$ cat config.mk
export PLATFORM = sky130hd
export DESIGN_NAME = dual_match_timer
export DESIGN_NICKNAME = d
export VERILOG_FILES = /design/src/rtl/dual_match_timer.sv
export SDC_FILE = /design/constraint.sdc
export NUM_CORES = 1
export LEC_CHECK = 0
export ABC_CLOCK_PERIOD_IN_PS = 4700
export BUFFER_PORTS_ARGS = -buffer_cell sky130_fd_sc_hd__buf_2
export CAP_MARGIN = 20
export CORE_MARGIN = 2
export CORE_UTILIZATION = 60
export DETAILED_ROUTE_END_ITERATION = 16
export PLACE_DENSITY = 0.79
export SYNTH_ARGS = -nofsm -noshare
export SYNTH_HDL_FRONTEND = slang
export SYNTH_SLANG_ARGS = --single-unit
$ cat constraint.sdc
create_clock -name clk -period 4.7 [get_ports clk]
set_input_delay 0.235 -clock clk [delete_from_list [all_inputs] [get_ports clk]]
set_output_delay 0.235 -clock clk [all_outputs]
set_load 0.01 [all_outputs]
$ cat src/rtl/dual_match_timer.sv
module dual_match_timer #(
  parameter int W = 32
) (
  input  logic         clk,
  input  logic         rst_n,
  input  logic         en_i,
  input  logic         clk_sel_i,
  input  logic         ext_tick_i,
  input  logic         wrap_irq_en_i,
  input  logic         wr_en_i,
  input  logic [1:0]   wr_sel_i,
  input  logic [W-1:0] wr_data_i,
  input  logic [1:0]   rd_sel_i,
  output logic [W-1:0] rd_data_o,
  output logic         irq_o
);

  localparam logic [1:0] SEL_CNT = 2'd0;
  localparam logic [1:0] SEL_RLD = 2'd1;
  localparam logic [1:0] SEL_MA  = 2'd2;
  localparam logic [1:0] SEL_MB  = 2'd3;

  logic [W-1:0] cnt, reload, match_a, match_b;
  logic         en_q;

  wire start = en_i & ~en_q;
  wire tick  = en_i & ~start & (clk_sel_i ? ext_tick_i : 1'b1);

  wire wr_cnt = wr_en_i & en_i & ~start & (wr_sel_i == SEL_CNT);
  wire wr_kick = wr_en_i & en_i & ~start & (wr_sel_i == SEL_RLD)
               & (reload == '0) & (wr_data_i != '0);
  wire cnt_wr = wr_cnt | wr_kick;

  wire [W-1:0] nxt   = cnt - 1'b1;
  wire [W-1:0] eff_a = (match_a < reload) ? match_a : '0;
  wire [W-1:0] eff_b = (match_b < reload) ? match_b : '0;

  wire hit_match = (nxt != '0) & ((nxt == eff_a) | (nxt == eff_b));
  wire hit_zero  = (nxt == '0) & (wrap_irq_en_i | (eff_a == '0) | (eff_b == '0));
  wire event_now = tick & ~cnt_wr & (cnt != '0) & (hit_match | hit_zero);

  always_ff @(posedge clk or negedge rst_n) begin
    if (!rst_n) begin
      en_q    <= 1'b0;
      cnt     <= '0;
      reload  <= '0;
      match_a <= '0;
      match_b <= '0;
      irq_o   <= 1'b0;
    end else begin
      en_q <= en_i;
      if (wr_en_i) begin
        case (wr_sel_i)
          SEL_RLD: reload  <= wr_data_i;
          SEL_MA:  match_a <= wr_data_i;
          SEL_MB:  match_b <= wr_data_i;
          default: ;
        endcase
      end
      if (start)                cnt <= reload;
      else if (cnt_wr)          cnt <= wr_data_i;
      else if (tick)            cnt <= (cnt == '0) ? reload : nxt;
      if (event_now)            irq_o <= ~irq_o;
    end
  end

  always_comb begin
    case (rd_sel_i)
      SEL_CNT: rd_data_o = en_i ? cnt : reload;
      SEL_RLD: rd_data_o = reload;
      SEL_MA:  rd_data_o = match_a;
      default: rd_data_o = match_b;
    endcase
  end

  // reset leaves the interrupt low and the reload cleared
  a_r1_reset_clear: assert property (@(posedge clk)
    !rst_n |=> (!irq_o && reload == '0));

  // enabling loads the reload value
  a_r2_start_load: assert property (@(posedge clk) disable iff (!rst_n)
    start |=> cnt == $past(reload));

  // a tick decrements a nonzero count
  a_r2_decrement: assert property (@(posedge clk) disable iff (!rst_n)
    (tick && !cnt_wr && cnt != '0) |=> cnt == $past(cnt) - 1'b1);

  // disabled channel holds its count
  a_r3_frozen: assert property (@(posedge clk) disable iff (!rst_n)
    !en_i |=> $stable(cnt));

  // the interrupt only moves while enabled
  a_r3_quiet: assert property (@(posedge clk) disable iff (!rst_n)
    (irq_o != $past(irq_o)) |-> $past(en_i));

  // a tick at zero reloads
  a_r4_wrap: assert property (@(posedge clk) disable iff (!rst_n)
    (tick && !cnt_wr && cnt == '0) |=> cnt == $past(reload));

  // a count write while running takes effect
  a_r9_overwrite: assert property (@(posedge clk) disable iff (!rst_n)
    wr_cnt |=> cnt == $past(wr_data_i));

endmodule

# Word level (Yosys, flattened, before mapping)
# Index checks and enable logic that the tools add are counted.
# Widths: inputs -> output; s select.
[totals]
register_bits = 130
in_bits = 43
output_inout_bits = 33
word_cells = 62
[op_classes]
add_sub_neg = 1
n_lt_le_gt_ge = 2
n_eq_ne = 7
mux = 9
n_bitwise = 23
reduce_logical = 14
[op_table]
columns = ["op", "n"]
rows = [
  ["$mux 32", 7],
  ["$logic_not 32->1", 5],
  ["$pmux 32 s3", 1],
  ["$reduce_bool 32->1", 3],
  ["$eq 32x32->1", 2],
  ["$lt 32x32->1", 2],
  ["$sub 32x1->32 const B", 1],
  ["$and 1x1->1", 14],
  ["$eq 2x2->1 const B", 3],
  ["$reduce_and 2->1", 3],
  ["$or 1x1->1", 5],
  ["$eq 2x1->1 const B", 2],
  ["$logic_not 2->1", 2],
  ["$not 1->1", 4],
  ["$reduce_bool 3->1", 1],
  ["$mux 1", 1],
]

# Longest topological paths before layout
[depth]
depth_word = 12
mapped_depth = 14
ltp_nobuf = 12

# Least setup slack after synthesis
# OpenSTA, ideal clock, no wires.
[synth_timing]
path_kind = "register to register"
from = "register cnt[0]"
to = "register irq_o"
setup_ns = 0.127
arrival_time_ns = 3.400
t_required_ns = 4.573
slack_ns = 1.173
stages_incl_launch_ff = 15
path_buffers = 2
period_less_slack_ns = 3.527
path_cell_list = "dfrtp_1 > buf_2 > inv_1 > ha_1 > or3b_2 > buf_2 > nor3_1 > xor3_1 > a211o_1 > a211oi_1 > o22ai_1 > a2111o_1 > nor4_1 > o31ai_1 > xnor2_1"
[synth_via]
elab_chain_len = 6
word_cells_on_any_way = 12
classes_between = "add/sub (1); eq/ne (2); bitwise (6); reduce/logical (3)"
[synth_lines]
columns = ["item", "line", "rtl"]
rows = [
  ["start: declaration", "23", "logic [W-1:0] cnt, reload, match_a, match_b;"],
  ["start signal: assignment", "60", "if (start) cnt <= reload;"],
  ["start signal: assignment", "61", "else if (cnt_wr) cnt <= wr_data_i;"],
  ["start signal: assignment", "62", "else if (tick) cnt <= (cnt == '0) ? reload : nxt;"],
  ["$sub 32x1->32", "34", "wire [W-1:0] nxt = cnt - 1'b1;"],
  ["$eq 32x32->1", "38", "wire hit_match = (nxt != '0) & ((nxt == eff_a) | (nxt == eff_b));"],
  ["$or 1x1->1", "38", ""],
  ["$and 1x1->1", "38", ""],
  ["$or 1x1->1", "40", "wire event_now = tick & ~cnt_wr & (cnt != '0) & (hit_match | hit_zero);"],
  ["$and 1x1->1 *", "40", ""],
  ["end signal: assignment", "63", "if (event_now) irq_o <= ~irq_o;"],
  ["end: declaration", "15", "output logic irq_o"],
]
# Mark *: on every way between the ends. The rest lies on a longest branch, timed or not.
# A chain may end at the register's enable or synchronous reset.

# Final worst setup path
[layout_timing]
from = "register reload[14]"
to = "register irq_o"
[layout_via]
elab_chain_len = 8
word_cells_on_any_way = 22
classes_between = "order compare (2); eq/ne (2); mux (2); bitwise (13); reduce/logical (3)"
[layout_lines]
columns = ["item", "line", "rtl"]
rows = [
  ["start: declaration", "23", ""],
  ["start signal: assignment", "54", "SEL_RLD: reload <= wr_data_i;"],
  ["$lt 32x32->1 / $logic_not 32->1 (equally long branches)", "35, 31", ""],
  ["$mux 32 / $and 1x1->1 (equally long branches)", "35, 31", ""],
  ["$logic_not 32->1 / $and 1x1->1 (equally long branches)", "39, 31", ""],
  ["$or 1x1->1, on equally long branches", "39, 32", ""],
  ["$or 1x1->1 / $not 1->1 (equally long branches)", "39, 40", ""],
  ["$and 1x1->1, on equally long branches", "39, 40", ""],
  ["$or 1x1->1 / $and 1x1->1 (equally long branches)", "40", ""],
  ["$and 1x1->1 *", "40", ""],
]
# Marked as above.

==> impl_metrics.xml <==
<?xml version="1.0" encoding="UTF-8"?>
<metrics>
  <group name="global_route">
    <metric name="met2_resource_use_gr" unit="">0.661</metric>
    <metric name="antenna_found_initial" unit="">0</metric>
    <metric name="global_route.overflow_total" unit="">0</metric>
    <metric name="groute.layer.met1.usage" unit="">0.644</metric>
    <metric name="pin_count_of_the_biggest_net_entering_global_routing" unit="">65</metric>
    <metric name="grt_met3_use" unit="">0.121</metric>
    <metric name="busiest_layer" unit="">met2</metric>
    <metric name="grt_pass1_vias" unit="">10500</metric>
    <metric name="global_route_wire_length_before_repair" unit="mm">66.4</metric>
    <metric name="gr-usage-all-layers" unit="">0.451</metric>
  </group>
  <group name="yosys">
    <metric name="postSynthCellCount" unit="">1240</metric>
    <metric name="postSynthNetCount" unit="">1348</metric>
    <metric name="synth_edf_count" unit="">0</metric>
    <metric name="synth.cell_area" unit="mm^2">0.0111</metric>
    <metric name="distinct_cells_synth" unit="">84</metric>
    <metric name="synth_flop_cell" unit="">sky130_fd_sc_hd__dfrtp_1</metric>
    <metric name="postSynthRegisterBits" unit="">130</metric>
    <metric name="yosysSeqAreaShare" unit="">0.294</metric>
    <metric name="async_reset_ff_frac" unit="">1.00</metric>
    <metric name="synth_area_per_cell" unit="um^2">8.93</metric>
    <metric name="yosysWarningCount" unit="">0</metric>
  </group>
  <group name="power">
    <metric name="p_leak" unit="nW">5.24</metric>
    <metric name="vdd.ir_drop.worst" unit="mV">0.346</metric>
    <metric name="power_density" unit="mW/mm^2">450</metric>
  </group>
  <group name="timing">
    <metric name="finalHoldViolCount" unit="">0</metric>
    <metric name="fin_tns_setup" unit="ns">0</metric>
    <metric name="setup_repair_after_global_routing_missed_its_margin" unit="">no</metric>
    <metric name="clock.fmax" unit="MHz">221</metric>
    <metric name="transition_time_of_the_tightest_slew_check_pin" unit="ns">1.25</metric>
    <metric name="worst_clock_skew" unit="ns">0.0127</metric>
    <metric name="worst_hold_check_slack" unit="ns">0.0650</metric>
    <metric name="slew_headroom" unit="">0.164</metric>
    <metric name="finalCritPeriodShare" unit="">0.963</metric>
    <metric name="finalCriticalPeriod" unit="ns">4.53</metric>
    <metric name="slew_violations" unit="">0</metric>
    <metric name="setup_viol_count_final" unit="">0</metric>
  </group>
  <group name="setup_path">
    <metric name="kind_of_cell_adding_the_most_delay_to_the_critical_path" unit="">compound AO/OA/AOI/OAI gates</metric>
    <metric name="crit_buf_inv" unit="">2</metric>
    <metric name="crit_path_top_delay_cell" unit="">sky130_fd_sc_hd__a311oi_2</metric>
    <metric name="path_class" unit="">flip-flop to flip-flop</metric>
    <metric name="endpoint_kind" unit="">flip-flop</metric>
    <metric name="r2r-start" unit="">reload[14]</metric>
    <metric name="worst_path_cell_trace" unit="">inv_1 &gt; ha_1 &gt; nand2_1 &gt; nor4_2 &gt; o311ai_0 &gt; a311oi_2 &gt; buf_4 &gt; nor3_1 &gt; o32ai_1 &gt; o2111ai_1 &gt; nor4_1 &gt; o31ai_1 &gt; xnor2_1</metric>
    <metric name="worst_setup_path_start_kind" unit="">flip-flop</metric>
    <metric name="timing.critical_path.fanout_max" unit="">9</metric>
    <metric name="worst_ep_required_time" unit="ns">5.01</metric>
    <metric name="setup.worst_path.start" unit="">reload[14]</metric>
    <metric name="crit_arrival" unit="ns">4.83</metric>
    <metric name="max_stage_delay_on_crit_path" unit="ns">0.71</metric>
  </group>
  <group name="clock_network">
    <metric name="cts-buffers-inserted" unit="">17</metric>
    <metric name="cts_root_buf" unit="">sky130_fd_sc_hd__clkbuf_16</metric>
    <metric name="htreeDepth" unit="">4</metric>
    <metric name="cts.path.max_buffers" unit="">2</metric>
    <metric name="clk_pin_slew" unit="ns">0.06</metric>
    <metric name="clock_latency" unit="ns">0.43</metric>
    <metric name="tritoncts_clock_tree" unit="">done</metric>
    <metric name="cts.sinks" unit="">130</metric>
    <metric name="postCtsSetupRepairBufs" unit="">0</metric>
  </group>
  <group name="detailed_routing">
    <metric name="drc_errors" unit="">0</metric>
    <metric name="drt_first_iter_violations" unit="">1496</metric>
    <metric name="drtPass1Iterations" unit="">6</metric>
    <metric name="detail-route-antenna-nets" unit="">0</metric>
    <metric name="total_routed_length" unit="mm">44.3</metric>
    <metric name="drt-vias-per-instance" unit="">7.26</metric>
    <metric name="post_detailed_route_wirelength_per_cell" unit="um">28.7</metric>
    <metric name="vias" unit="">11200</metric>
  </group>
  <group name="die">
    <metric name="die_area" unit="mm^2">0.0196</metric>
    <metric name="die_x" unit="um">140</metric>
    <metric name="core_area" unit="mm^2">0.0180</metric>
    <metric name="die_y" unit="um">140</metric>
    <metric name="ios" unit="">76</metric>
    <metric name="placement_rows" unit="">49</metric>
    <metric name="start_util" unit="">0.615</metric>
  </group>
  <group name="placement">
    <metric name="place.port_buffers" unit="">75</metric>
    <metric name="place.detailed.hpwl" unit="mm">33.6</metric>
    <metric name="placedInstanceArea" unit="mm^2">0.0117</metric>
    <metric name="globalplace.congestion" unit="">1.11</metric>
  </group>
  <group name="outcome">
    <metric name="status" unit="">finished, final reports clean</metric>
  </group>
  <group name="hold_path">
    <metric name="min-delay-start" unit="">en_i</metric>
    <metric name="hold_path_class" unit="">input port to flip-flop</metric>
  </group>
  <group name="cells_and_area">
    <metric name="filler_cell_count" unit="">1433</metric>
    <metric name="highest_count_cells_in_the_layout_ignoring_fill_and_taps" unit="">sky130_fd_sc_hd__dfrtp_1 (130), sky130_fd_sc_hd__nand2_1 (100), sky130_fd_sc_hd__nor2_1 (96), sky130_fd_sc_hd__o21ai_0 (86), sky130_fd_sc_hd__mux2_2 (83)</metric>
    <metric name="layout-drive-gt1-share" unit="">0.204</metric>
    <metric name="layout_commonest_cell" unit="">sky130_fd_sc_hd__dfrtp_1</metric>
    <metric name="antenna_cells_inserted" unit="">0</metric>
    <metric name="layout.cell_area.non_filler" unit="mm^2">0.0123</metric>
    <metric name="fin_nets" unit="">1408</metric>
    <metric name="area_growth_syn_to_layout" unit="%">10.9</metric>
  </group>
  <group name="job">
    <metric name="timing.max_cap.violations" unit="">0</metric>
  </group>
</metrics>
## through the flow
stage                     utilization  setup slack [ns]  total power [W]  instances
after floorplan                     -              1.17          0.00325       1240
after global placement          0.648             0.112          0.00405       1507
after detailed placement        0.648             0.110          0.00409       1508
after CTS                       0.680             0.103          0.00542       1540
after global routing            0.682            0.0129          0.00577       1541
final                           0.682             0.174          0.00554       1541
## area by class of cell
type                       instances  area, um^2  area share
clock buffer                      18         429      0.0349
clock inverter                    13         139      0.0113
inverter                          47         176      0.0144
multi-input combinational        989        7310       0.595
sequential                       130        3250       0.265
tap                              229         287      0.0233
timing repair buffer             115         694      0.0565
## sequential cells by signal, summed over array words and instances (netlist names)
register	cells
cnt	32
irq_o	1
en_q	1
match_a	32
match_b	32
reload	32
## repair_timing
action | in CTS | in global routing
hold buffers | 1 | 0
endpoints found under the hold margin | 56 | 0
resized for setup | 0 | 2
endpoints found under the setup margin | 0 | 1
## final timing paths
check | end | slack (ns) | cells after the start
max | irq_o | 0.17 | 13
min | en_q | 0.07 | 1
max reg2reg | irq_o | 0.17 | 13
min reg2reg | irq_o | 0.56 | 1
max in group asynchronous | reload[27] | 3.31 | 3
min in group asynchronous | reload[13] | 0.37 | 2
## cell usage after synthesis (all sizes together) (4+ instances only)
cell | instances | area, um^2
dfrtp | 130 | 3250
nand2 | 102 | 385
nor2 | 96 | 360
o21ai | 90 | 450
mux2 | 83 | 935
a21oi | 73 | 365
ha | 65 | 813
clkbuf | 58 | 249
inv | 47 | 176
nor4 | 43 | 339
a211oi | 36 | 270
mux2i | 33 | 330
o22ai | 33 | 206
xnor2 | 32 | 288
nand4 | 31 | 200
nor3 | 24 | 135
xor2 | 20 | 175
nand3 | 17 | 85.1
buf | 16 | 130
nand3b | 12 | 90.1
o311ai | 12 | 105
or3 | 12 | 76.3
xnor3 | 11 | 248
nor4b | 10 | 87.6
o211ai | 10 | 75.1
or2 | 10 | 62.6
or4 | 10 | 86.3
nand2b | 9 | 56.3
a22oi | 7 | 52.6
nor3b | 7 | 52.6
o21a | 7 | 52.6
a211o | 6 | 52.6
and3 | 6 | 40.0
nor2b | 6 | 37.5
a31oi | 5 | 31.3
o311a | 5 | 51.3
o31ai | 5 | 51.3
a221oi | 4 | 35.0
a32oi | 4 | 35.0
and2 | 4 | 25.0
nand4b | 4 | 35.0
o31a | 4 | 35.0
xor3 | 4 | 98.9
## worst reg2reg max path, stage by stage (launching register included)
cell                        delay [ns]
sky130_fd_sc_hd__dfrtp_1          0.55
sky130_fd_sc_hd__inv_1            0.16
sky130_fd_sc_hd__ha_1             0.31
sky130_fd_sc_hd__nand2_1          0.12
sky130_fd_sc_hd__nor4_2           0.64
sky130_fd_sc_hd__o311ai_0         0.51
sky130_fd_sc_hd__a311oi_2         0.71
sky130_fd_sc_hd__buf_4            0.27
sky130_fd_sc_hd__nor3_1           0.06
sky130_fd_sc_hd__o32ai_1          0.26
sky130_fd_sc_hd__o2111ai_1        0.18
sky130_fd_sc_hd__nor4_1           0.36
sky130_fd_sc_hd__o31ai_1          0.14
sky130_fd_sc_hd__xnor2_1          0.14
## report_power, final
group | total (W) | switching, W | internal [W]
combinational | 0.00239 | 0.00141 | 0.000986
clock | 0.00133 | 0.000550 | 0.000777
sequential | 0.00182 | 0.000488 | 0.00133
total | 0.00554 | 0.00244 | 0.00309
## metal layers
| layer | share of wire | wire length, um |
|---|---|---|
| met5 | 0 | 0 |
| met4 | 0.040 | 1760 |
| met3 | 0.13 | 5840 |
| met2 | 0.42 | 18700 |
| met1 | 0.41 | 17900 |
## kinds of logic after synthesis
family	synth area share
adder cells (fa/ha/maj)	0.0734
buffers and inverters	0.0501
XOR/XNOR	0.0731
AND/OR/NAND/NOR	0.204
multiplexers	0.114
flip-flops	0.294
AO/OA/AOI/OAI	0.192
No activity file was read; power rests on OpenSTA's default activity.
